<file path="config.mk">
export PLATFORM = sky130hd
export DESIGN_NAME = aux_reply_decoder
export DESIGN_NICKNAME = d
export VERILOG_FILES = /design/src/rtl/aux_rsd_pkg.sv /design/src/rtl/aux_rsd_classify.sv /design/src/rtl/aux_rsd_cmd_decode.sv /design/src/rtl/aux_rsd_timer.sv /design/src/rtl/aux_rsd_fwd.sv /design/src/rtl/aux_reply_decoder.sv
export SDC_FILE = /design/constraint.sdc
export NUM_CORES = 1
export LEC_CHECK = 0
export BUFFER_PORTS_ARGS = -buffer_cell sky130_fd_sc_hd__buf_2
export CAP_MARGIN = 5
export CORE_UTILIZATION = 52
export CTS_CLUSTER_DIAMETER = 80
export DETAILED_ROUTE_END_ITERATION = 10
export PLACE_DENSITY = 0.88
export SLEW_MARGIN = 20
export SYNTH_ARGS = -nofsm -noshare
export SYNTH_HDL_FRONTEND = slang
export SYNTH_SLANG_ARGS = --single-unit
</file>
<file path="constraint.sdc">
create_clock -name clk -period 3.15 [get_ports clk]
set_input_delay 0.4725 -clock clk [delete_from_list [all_inputs] [get_ports clk]]
set_output_delay 0.4725 -clock clk [all_outputs]
set_load 0.02 [all_outputs]
</file>
<file path="src/rtl/aux_rsd_pkg.sv">
package aux_rsd_pkg;

  typedef enum logic [1:0] {
    RES_OK      = 2'd0,
    RES_TIMEOUT = 2'd1,
    RES_INVALID = 2'd2,
    RES_DISCON  = 2'd3
  } res_class_t;

  typedef enum logic [2:0] {
    RK_ACK       = 3'd0,
    RK_NACK      = 3'd1,
    RK_DEFER     = 3'd2,
    RK_I2C_NACK  = 3'd3,
    RK_I2C_DEFER = 3'd4,
    RK_BAD       = 3'd7
  } reply_kind_t;

  typedef enum logic [2:0] {
    ST_IDLE   = 3'd0,
    ST_WAIT   = 3'd1,
    ST_HDR    = 3'd2,
    ST_DATA   = 3'd3,
    ST_REPORT = 3'd4
  } dec_state_t;

  typedef struct packed {
    logic tmo_state;
    logic tmo;
    logic bad_stop;
    logic no_det;
    logic bad_hi;
    logic bad_lo;
    logic min_cnt;
  } rx_err_t;

endpackage

</file>
<file path="src/rtl/aux_rsd_classify.sv">
// Channel-level classification of a completion sample.
module aux_rsd_classify
  import aux_rsd_pkg::*;
#(
  parameter int CNT_W = 5
) (
  input  logic             hpd_i,
  input  logic             done_i,
  input  rx_err_t          err_i,
  input  logic [CNT_W-1:0] cnt_i,
  output logic             finish_o,
  output logic             go_hdr_o,
  output res_class_t       cls_o
);

  logic tmo_hit;
  logic bad_hit;
  logic unused_min_cnt;

  assign tmo_hit = err_i.tmo | err_i.tmo_state;
  assign bad_hit = err_i.bad_stop | err_i.no_det | err_i.bad_hi | err_i.bad_lo;
  // debug-only flag, deliberately left out of the decision
  assign unused_min_cnt = err_i.min_cnt;

  always_comb begin
    finish_o = 1'b0;
    go_hdr_o = 1'b0;
    cls_o    = RES_OK;
    if (hpd_i) begin
      finish_o = 1'b1;
      cls_o    = RES_DISCON;
    end else if (done_i) begin
      if (tmo_hit) begin
        finish_o = 1'b1;
        cls_o    = RES_TIMEOUT;
      end else if (bad_hit || (cnt_i == '0)) begin
        finish_o = 1'b1;
        cls_o    = RES_INVALID;
      end else begin
        go_hdr_o = 1'b1;
      end
    end
  end

endmodule

</file>
<file path="src/rtl/aux_rsd_cmd_decode.sv">
// Reply header nibble to reply kind.
module aux_rsd_cmd_decode
  import aux_rsd_pkg::*;
(
  input  logic [3:0]  nib_i,
  output reply_kind_t kind_o
);

  always_comb begin
    unique case (nib_i)
      4'h0:    kind_o = RK_ACK;
      4'h1:    kind_o = RK_NACK;
      4'h2:    kind_o = RK_DEFER;
      4'h4:    kind_o = RK_I2C_NACK;
      4'h8:    kind_o = RK_I2C_DEFER;
      default: kind_o = RK_BAD;
    endcase
  end

endmodule

</file>
<file path="src/rtl/aux_rsd_timer.sv">
// Completion window: expires on the TMO_CYCLES-th cycle spent running.
module aux_rsd_timer #(
  parameter int TMO_CYCLES = 64
) (
  input  logic clk,
  input  logic rst_n,
  input  logic run_i,
  output logic expired_o
);

  localparam int TW = $clog2(TMO_CYCLES) + 1;
  localparam logic [TW-1:0] LAST = TW'(TMO_CYCLES - 1);

  logic [TW-1:0] cnt_q;

  always_ff @(posedge clk or negedge rst_n) begin
    if (!rst_n)            cnt_q <= '0;
    else if (!run_i)       cnt_q <= '0;
    else if (cnt_q != LAST) cnt_q <= cnt_q + 1'b1;
  end

  assign expired_o = run_i && (cnt_q == LAST);

endmodule

</file>
<file path="src/rtl/aux_rsd_fwd.sv">
// Data beat count: clip, index and last-beat detection.
module aux_rsd_fwd #(
  parameter int CNT_W = 5
) (
  input  logic             clk,
  input  logic             rst_n,
  input  logic [CNT_W-1:0] cnt_i,
  input  logic [CNT_W-1:0] buf_i,
  input  logic             load_i,
  input  logic             beat_i,
  output logic [CNT_W-1:0] n_o,
  output logic [CNT_W-1:0] idx_o,
  output logic             last_o
);

  logic [CNT_W-1:0] avail;
  logic [CNT_W-1:0] n_q;
  logic [CNT_W-1:0] idx_q;

  assign avail = cnt_i - 1'b1;
  assign n_o   = (avail < buf_i) ? avail : buf_i;

  always_ff @(posedge clk or negedge rst_n) begin
    if (!rst_n) begin
      n_q   <= '0;
      idx_q <= '0;
    end else if (load_i) begin
      n_q   <= n_o;
      idx_q <= '0;
    end else if (beat_i) begin
      idx_q <= idx_q + 1'b1;
    end
  end

  assign idx_o  = idx_q;
  assign last_o = (idx_q == n_q - 1'b1);

endmodule

</file>
<file path="src/rtl/aux_reply_decoder.sv">
module aux_reply_decoder
  import aux_rsd_pkg::*;
#(
  parameter int CNT_W      = 5,
  parameter int TMO_CYCLES = 64
) (
  input  logic             clk,
  input  logic             rst_n,
  input  logic             arm_i,
  input  logic [CNT_W-1:0] buf_size_i,
  input  logic             done_i,
  input  logic             hpd_discon_i,
  input  logic             rx_tmo_state_i,
  input  logic             rx_tmo_i,
  input  logic             rx_bad_stop_i,
  input  logic             rx_no_det_i,
  input  logic             rx_bad_hi_i,
  input  logic             rx_bad_lo_i,
  input  logic             rx_min_cnt_i,
  input  logic [CNT_W-1:0] reply_cnt_i,
  input  logic             rb_valid_i,
  input  logic [7:0]       rb_data_i,
  output logic             rb_ready_o,
  output logic             wb_valid_o,
  output logic [7:0]       wb_data_o,
  output logic [CNT_W-1:0] wb_idx_o,
  input  logic             wb_ready_i,
  output logic             res_valid_o,
  output logic [1:0]       res_class_o,
  output logic [2:0]       res_kind_o,
  output logic [CNT_W-1:0] res_bytes_o
);

  dec_state_t       st, st_nx;
  res_class_t       cls_q, cls_nx;
  reply_kind_t      kind_q, kind_nx;
  logic [CNT_W-1:0] bytes_q, bytes_nx;
  logic [CNT_W-1:0] cnt_q;

  rx_err_t          err;
  logic             c_finish, c_go_hdr;
  res_class_t       c_cls;
  reply_kind_t      hdr_kind;
  logic             tmr_exp;
  logic [CNT_W-1:0] fwd_n, fwd_idx;
  logic             fwd_last, fwd_load, beat, hdr_take;

  assign err = '{tmo_state: rx_tmo_state_i, tmo: rx_tmo_i,
                 bad_stop: rx_bad_stop_i, no_det: rx_no_det_i,
                 bad_hi: rx_bad_hi_i, bad_lo: rx_bad_lo_i,
                 min_cnt: rx_min_cnt_i};

  aux_rsd_classify #(.CNT_W(CNT_W)) u_cls (
    .hpd_i    (hpd_discon_i),
    .done_i   (done_i),
    .err_i    (err),
    .cnt_i    (reply_cnt_i),
    .finish_o (c_finish),
    .go_hdr_o (c_go_hdr),
    .cls_o    (c_cls)
  );

  aux_rsd_cmd_decode u_dec (
    .nib_i  (rb_data_i[7:4]),
    .kind_o (hdr_kind)
  );

  aux_rsd_timer #(.TMO_CYCLES(TMO_CYCLES)) u_tmr (
    .clk       (clk),
    .rst_n     (rst_n),
    .run_i     (st == ST_WAIT),
    .expired_o (tmr_exp)
  );

  aux_rsd_fwd #(.CNT_W(CNT_W)) u_fwd (
    .clk    (clk),
    .rst_n  (rst_n),
    .cnt_i  (cnt_q),
    .buf_i  (buf_size_i),
    .load_i (fwd_load),
    .beat_i (beat),
    .n_o    (fwd_n),
    .idx_o  (fwd_idx),
    .last_o (fwd_last)
  );

  // stream edges
  assign rb_ready_o = (st == ST_HDR) || ((st == ST_DATA) && wb_ready_i);
  assign wb_valid_o = (st == ST_DATA) && rb_valid_i;
  assign wb_data_o  = rb_data_i;
  assign wb_idx_o   = fwd_idx;
  assign beat       = wb_valid_o && wb_ready_i;
  assign hdr_take   = (st == ST_HDR) && rb_valid_i;
  assign fwd_load   = hdr_take;

  always_comb begin
    st_nx    = st;
    cls_nx   = cls_q;
    kind_nx  = kind_q;
    bytes_nx = bytes_q;
    unique case (st)
      ST_IDLE: begin
        if (arm_i) st_nx = ST_WAIT;
      end
      ST_WAIT: begin
        if (c_finish) begin
          st_nx    = ST_REPORT;
          cls_nx   = c_cls;
          kind_nx  = RK_BAD;
          bytes_nx = '0;
        end else if (c_go_hdr) begin
          st_nx = ST_HDR;
        end else if (tmr_exp) begin
          st_nx    = ST_REPORT;
          cls_nx   = RES_TIMEOUT;
          kind_nx  = RK_BAD;
          bytes_nx = '0;
        end
      end
      ST_HDR: begin
        if (hdr_take) begin
          cls_nx  = RES_OK;
          kind_nx = hdr_kind;
          if ((hdr_kind == RK_ACK) && (fwd_n != '0)) begin
            st_nx    = ST_DATA;
            bytes_nx = fwd_n;
          end else begin
            st_nx    = ST_REPORT;
            bytes_nx = '0;
          end
        end
      end
      ST_DATA: begin
        if (beat && fwd_last) st_nx = ST_REPORT;
      end
      ST_REPORT: st_nx = ST_IDLE;
      default:   st_nx = ST_IDLE;
    endcase
  end

  always_ff @(posedge clk or negedge rst_n) begin
    if (!rst_n) begin
      st      <= ST_IDLE;
      cls_q   <= RES_OK;
      kind_q  <= RK_BAD;
      bytes_q <= '0;
      cnt_q   <= '0;
    end else begin
      st      <= st_nx;
      cls_q   <= cls_nx;
      kind_q  <= kind_nx;
      bytes_q <= bytes_nx;
      if ((st == ST_WAIT) && c_go_hdr) cnt_q <= reply_cnt_i;
    end
  end

  assign res_valid_o = (st == ST_REPORT);
  assign res_class_o = cls_q;
  assign res_kind_o  = kind_q;
  assign res_bytes_o = bytes_q;

endmodule

</file>
# After elaboration in Yosys (flattened, before gate mapping)
# Cells that the tools add are included.
[op_classes] n_mux=42 reduce_logical=19 eq_ne=18 order_cmp=1 bitwise_logic=4 add_sub_neg=4
[op_table] operator="$mux W5" n=8
[op_table] operator="$mux W3" n=11
[op_table] operator="$mux W2" n=8
[op_table] operator="$pmux W3 S5" n=1
[op_table] operator="$mux W7" n=2
[op_table] operator="$pmux W3 S4" n=1
[op_table] operator="$pmux W5 S2" n=1
[op_table] operator="$sub A5 B1 Y5 const B" n=2
[op_table] operator="$logic_and A1 B1 Y1" n=8
[op_table] operator="$mux W1" n=8
[op_table] operator="$reduce_and A4 Y1" n=2
[op_table] operator="$add A7 B1 Y7 const B" n=1
[op_table] operator="$eq A7 B6 Y1 const B" n=1
[op_table] operator="$ne A7 B6 Y1 const B" n=1
[op_table] operator="$eq A3 B2 Y1 const B" n=2
[op_table] operator="$logic_not A3 Y1" n=2
[op_table] operator="$ne A2 B2 Y1 const B" n=3
[op_table] operator="$ne A3 B3 Y1 const B" n=2
[op_table] operator="$pmux W3 S2" n=1
[op_table] operator="$add A5 B1 Y5 const B" n=1
[op_table] operator="$eq A5 B5 Y1" n=1
[op_table] operator="$logic_not A5 Y1" n=1
[op_table] operator="$lt A5 B5 Y1" n=1
[op_table] operator="$reduce_bool A5 Y1" n=1
[op_table] operator="other kinds (13)" n=18
[word_totals] elab_cells=96 input_bits=32 reg_bits=35

# Depth between registers and ports, before layout
[depth] word_depth=11 mapped_depth=10

# Modules after synthesis
# A second synthesis with hierarchy kept.
[unflattened] cells_unflattened=236 hier_area_um2=2290.9
[by_module_without_submodules] mod="aux_reply_decoder" area_each_um2=996.0 instances=1 seq_area_each_um2=454.2 cells_per_inst=95
[by_module_without_submodules] mod="aux_rsd_fwd" area_each_um2=830.8 instances=1 seq_area_each_um2=250.2 cells_per_inst=89
[by_module_without_submodules] mod="aux_rsd_timer" area_each_um2=356.6 instances=1 seq_area_each_um2=175.2 cells_per_inst=36
[by_module_without_submodules] mod="aux_rsd_classify" area_each_um2=75.1 instances=1 seq_area_each_um2=0.0 cells_per_inst=10
[by_module_without_submodules] mod="aux_rsd_cmd_decode" area_each_um2=32.5 instances=1 seq_area_each_um2=0.0 cells_per_inst=6

# Worst setup path before layout
# Ideal clock, no wire load.
[synth_path] kind="flip-flop to flip-flop" start="reg cnt_q[0]" end="reg st[1]" path_stages_with_launch=11 n_path_buf=0 path_slack_ns=0.660 setup_ns=0.120 t_arrival_ns=2.370 cell_sequence="dfrtp_1 -> inv_1 -> ha_1 -> nor3b_1 -> xor2_1 -> ha_1 -> nand2_1 -> o21ai_1 -> mux2i_1 -> o21ai_0 -> a41o_1"
[synth_via] elab_chain_len=8
[synth_rtl] element="start: declaration" line="aux_reply_decoder.sv:38" source="logic [CNT_W-1:0] cnt_q;"
[synth_rtl] element="start signal: assignment" line="aux_reply_decoder.sv:153" source="if ((st == ST_WAIT) && c_go_hdr) cnt_q <= reply_cnt_i;"
[synth_rtl] element="$sub A5 B1 Y5 (*)" line="aux_rsd_fwd.sv:20" source="assign avail = cnt_i - 1'b1;"
[synth_rtl] element="$lt A5 B5 Y1" line="aux_rsd_fwd.sv:21" source="assign n_o = (avail < buf_i) ? avail : buf_i;"
[synth_rtl] element="$mux W5 (*)" line="aux_rsd_fwd.sv:21"
[synth_rtl] element="$reduce_bool A5 Y1 (*)" line="aux_reply_decoder.sv:124" source="if ((hdr_kind == RK_ACK) && (fwd_n != '0)) begin"
[synth_rtl] element="$logic_and A1 B1 Y1 (*)" line="aux_reply_decoder.sv:124"
[synth_rtl] element="$mux W3 (*)" line="aux_reply_decoder.sv:124"
[synth_rtl] element="$mux W3 (*)" line="aux_reply_decoder.sv:121" source="if (hdr_take) begin"
[synth_rtl] element="$pmux W3 S4 (*)" line="aux_reply_decoder.sv:101" source="unique case (st)"
[synth_rtl] element="end signal: assignment" line="aux_reply_decoder.sv:149" source="st <= st_nx;"
[synth_rtl] element="end: declaration" line="aux_reply_decoder.sv:34" source="dec_state_t st, st_nx;"
# Mark *: on every way between the ends. The rest lies on a longest branch, timed or not. The select of a mux whose other input is x is not followed.
# A chain may end at the register's enable or synchronous reset.

# Worst setup path after layout
[layout_path] start="reg cnt_q[0]" end="reg bytes_q[1] (netlist: res_bytes_o[1])"
[layout_via] elab_chain_len=8
[layout_rtl] element="$sub A5 B1 Y5 (*)" line="aux_rsd_fwd.sv:20"
[layout_rtl] element="$lt A5 B5 Y1" line="aux_rsd_fwd.sv:21"
[layout_rtl] element="$mux W5 (*)" line="aux_rsd_fwd.sv:21"
[layout_rtl] element="$reduce_bool A5 Y1" line="aux_reply_decoder.sv:124"
[layout_rtl] element="$logic_and A1 B1 Y1" line="aux_reply_decoder.sv:124"
[layout_rtl] element="$mux W5 (*)" line="aux_reply_decoder.sv:124"
[layout_rtl] element="$mux W5 (*)" line="aux_reply_decoder.sv:121"
[layout_rtl] element="$pmux W5 S2 (*)" line="aux_reply_decoder.sv:101"
[layout_rtl] element="end signal: assignment" line="aux_reply_decoder.sv:152" source="bytes_q <= bytes_nx;"
[layout_rtl] element="end: declaration" line="aux_reply_decoder.sv:37" source="logic [CNT_W-1:0] bytes_q, bytes_nx;"
# Marked as above.

==> out/qor.yml <==
grt_pass1_vias: 1535
wl_um: 4199
grt_max_degree: 36
cts_setup_buffers: 0
crit_fanout: 5
worstReg2RegEnd: "res_bytes_o[1]"
antenna_found_initial: 0
wl_met2_um: 2033
cts.sinks: 35
setup_viol: 0
dp_hpwl_um: 3151
area_growth_pct: 13.93
synth_area_leaders: "dfrtp_1 37%, mux2_4 4.9%, ha_1 4.6%"
initial_core_util_pct: 53.89
slowest_delay_ps: 420
post_cts_resized: 0
drive_above_1_share_pct: 31.03
io_pins: 58
finalCritPeriodShare_pct: 81.37
n_antenna_cell: 0
grt_usage_pct: 21.20
final_nets: 300
path_class: "register to register"
synthFlopType: "dfrtp_1"
required_ps: 3340
maxSlewHeadroom_pct: 47.53
cts_hold_buf: 0
p_leak_nw: 1.216
root_buffer: "clkbuf_8"
grt_overflow: 0
syn_avg_cell_area_um2: 9.844
slew_viol_final: 0
drc: 0
fill_cells: 334
drtIter0Drc: 60
insertion_delay_ps: 300
cts_tree: "yes"
clk_path_buf_depth: 2
io_buffers: 48
die_y_um: 66.39
finClkSkew_ps: 6.419
rows: 23
r2r_cells: 11
cts.clk_slew.worst_paths_ps: 70
dpl_worst_slack_ps: 593.8
critPathArrivalTime_ps: 2750
die_area_um2: 4407
start_kind: "register"
top_layer: "met4"
drv_cap: 0
synth_edf_count: 0
synth_top_area_share_pct: 37.14
synth_most_common_cell: "dfrtp_1"
yosys.area.top_type: "dfrtp_1"
cpMostUsedCell: "ha_1"
firstDrtPassIters: 4
endpoint_kind: "register"
ys_types: 47
layout_min_cycle_time_ps: 2563
cts_made_buffers: 5
netlist_area_um2: 2156
cp_slowest_cell: "dfrtp_1"
status: "finished, final reports clean"
hold_viol: 0
worstMarginPinSlew_ps: 787.1
crit_chain: "inv_1, ha_1, xor2_1, ha_1, a21o_1, a31oi_1, o21ai_1, buf_4, mux2i_1, nor2_1, mux2_4"
synth_common_cells: "32 x dfrtp_1, 23 x nor2_1, 17 x nand2_1"
peakVddDrop_uv: 243.7
core_area_um2: 4000
vias_per_cell: 5.373
worst_slack_ps: 587.0
ys_warn_count: 0
ys_ff_latch: 35
power.density_nw_per_um2: 554.2
dieWidth_um: 66.39
timing.rr.start: "cnt_q[0]"
grt_pass1_wl_um: 6810
synth_fp_nets: 259
hp-class: "primary input to asynchronous set/reset pin"
wl_met3_um: 184
seq_area_um2: 879.6
r2r_slack_ps: 590
num_vias: 1671
fmax_mhz: 390.2
yosysSeqAreaShare_pct: 40.80
drt-met1-wl_um: 1919
timing.hold.ws_ps: 252.0
rsz0062_at_grt: "no"
place.gp.congestion: 0.8164
avgRoutedWirePerCell_um: 13.50
tns_ps: 0
htree_num_levels: 2
multi_input_area_um2: 1110
synth_cells: 219
async_flop_share_pct: 100.0
ant_nets: 0
critical_path.startpoint: "cnt_q[0]"
## per-layer routing
| metal | global-route usage, % | up-vias |
|---|---|---|
| met3 | 6.724 | 6 |
| met1 | 25.35 | 802 |
| met5 | 0 | - |
| li1 | - | 825 |
| met4 | 7.181 | 0 |
| met2 | 35.71 | 38 |
## kinds of logic after synthesis
group                    Yosys count  synth area share [%]
flip-flops                        35                 40.80
adder cells (fa/ha/maj)            9                 5.108
buffers and inverters             29                 7.719
AND/OR/NAND/NOR                   75                 17.70
XOR/XNOR                          18                 7.313
AO/OA/AOI/OAI                     33                 10.16
multiplexers                      20                 11.20
## sequential cells by signal (all words and copies together) (netlist names)
register / count
res_class_o: 2
st: 3
u_fwd.n_q: 5
res_kind_o: 3
cnt_q: 5
u_fwd.idx_o: 5
u_tmr.cnt_q: 7
res_bytes_o: 5
## cell type report
| cell class | instances | area share (%) |
|---|---|---|
| sequential | 35 | 35.81 |
| multi-input combinational | 155 | 45.19 |
| timing repair buffer | 49 | 10.09 |
| clock inverter | 1 | 0.3057 |
| inverter | 14 | 2.140 |
| clock buffer | 7 | 3.923 |
| tap | 50 | 2.547 |
## worst max-delay path, delay by kind of cell (launching register included)
family,cells,cell delay (ps)
XOR/XNOR,1,260
adder cells (fa/ha/maj),2,520
multiplexers,2,470
AO/OA/AOI/OAI,3,440
AND/OR/NAND/NOR,1,80
buffers and inverters,2,260
flip-flops,1,420
## cell usage in the layout, fill, tap and decap left out, types with 4 or more instances in the layout
| cell | count |
|---|---|
| xnor2_1 | 8 |
| nor3_1 | 4 |
| nand2_1 | 17 |
| inv_1 | 13 |
| xor2_1 | 10 |
| nor2_1 | 23 |
| o21ai_0 | 10 |
| dfrtp_1 | 32 |
| nor3b_1 | 4 |
| clkbuf_8 | 7 |
| buf_2 | 48 |
| nand3_1 | 6 |
| mux2_4 | 7 |
| a21oi_1 | 7 |
| ha_1 | 8 |
| mux2i_1 | 8 |
| mux2_2 | 5 |
## worst max-delay path by stage
stage | endpoint | slack [ps] | cells after the start
after floorplan | st[1] | 660 | 10
after global placement | res_bytes_o[1] | 650 | 11
after detailed placement | res_bytes_o[1] | 590 | 11
after CTS | res_bytes_o[3] | 590 | 11
after global routing | res_bytes_o[1] | 410 | 11
final | res_bytes_o[1] | 590 | 11
## through the flow
step	cell area [um^2]	total power, W	util [%]	cells
floorplan	2156	0.0009246	-	219
global placement	2352	0.0009911	58.81	303
detailed placement	2352	0.001007	58.81	303
CTS	2456	0.001372	61.40	311
global route	2456	0.001451	61.40	311
finish	2456	0.001361	61.40	311
## power by group
| group | switching (W) | internal (W) | leakage, nW |
|---|---|---|---|
| registers | 0.0000555 | 0.000503 | 0.467 |
| clock network | 0.000164 | 0.000199 | 0.0505 |
| logic | 0.000247 | 0.000193 | 0.699 |
| total | 0.000467 | 0.000894 | 1.22 |
Note: power is estimated with default switching activity, not from simulation.
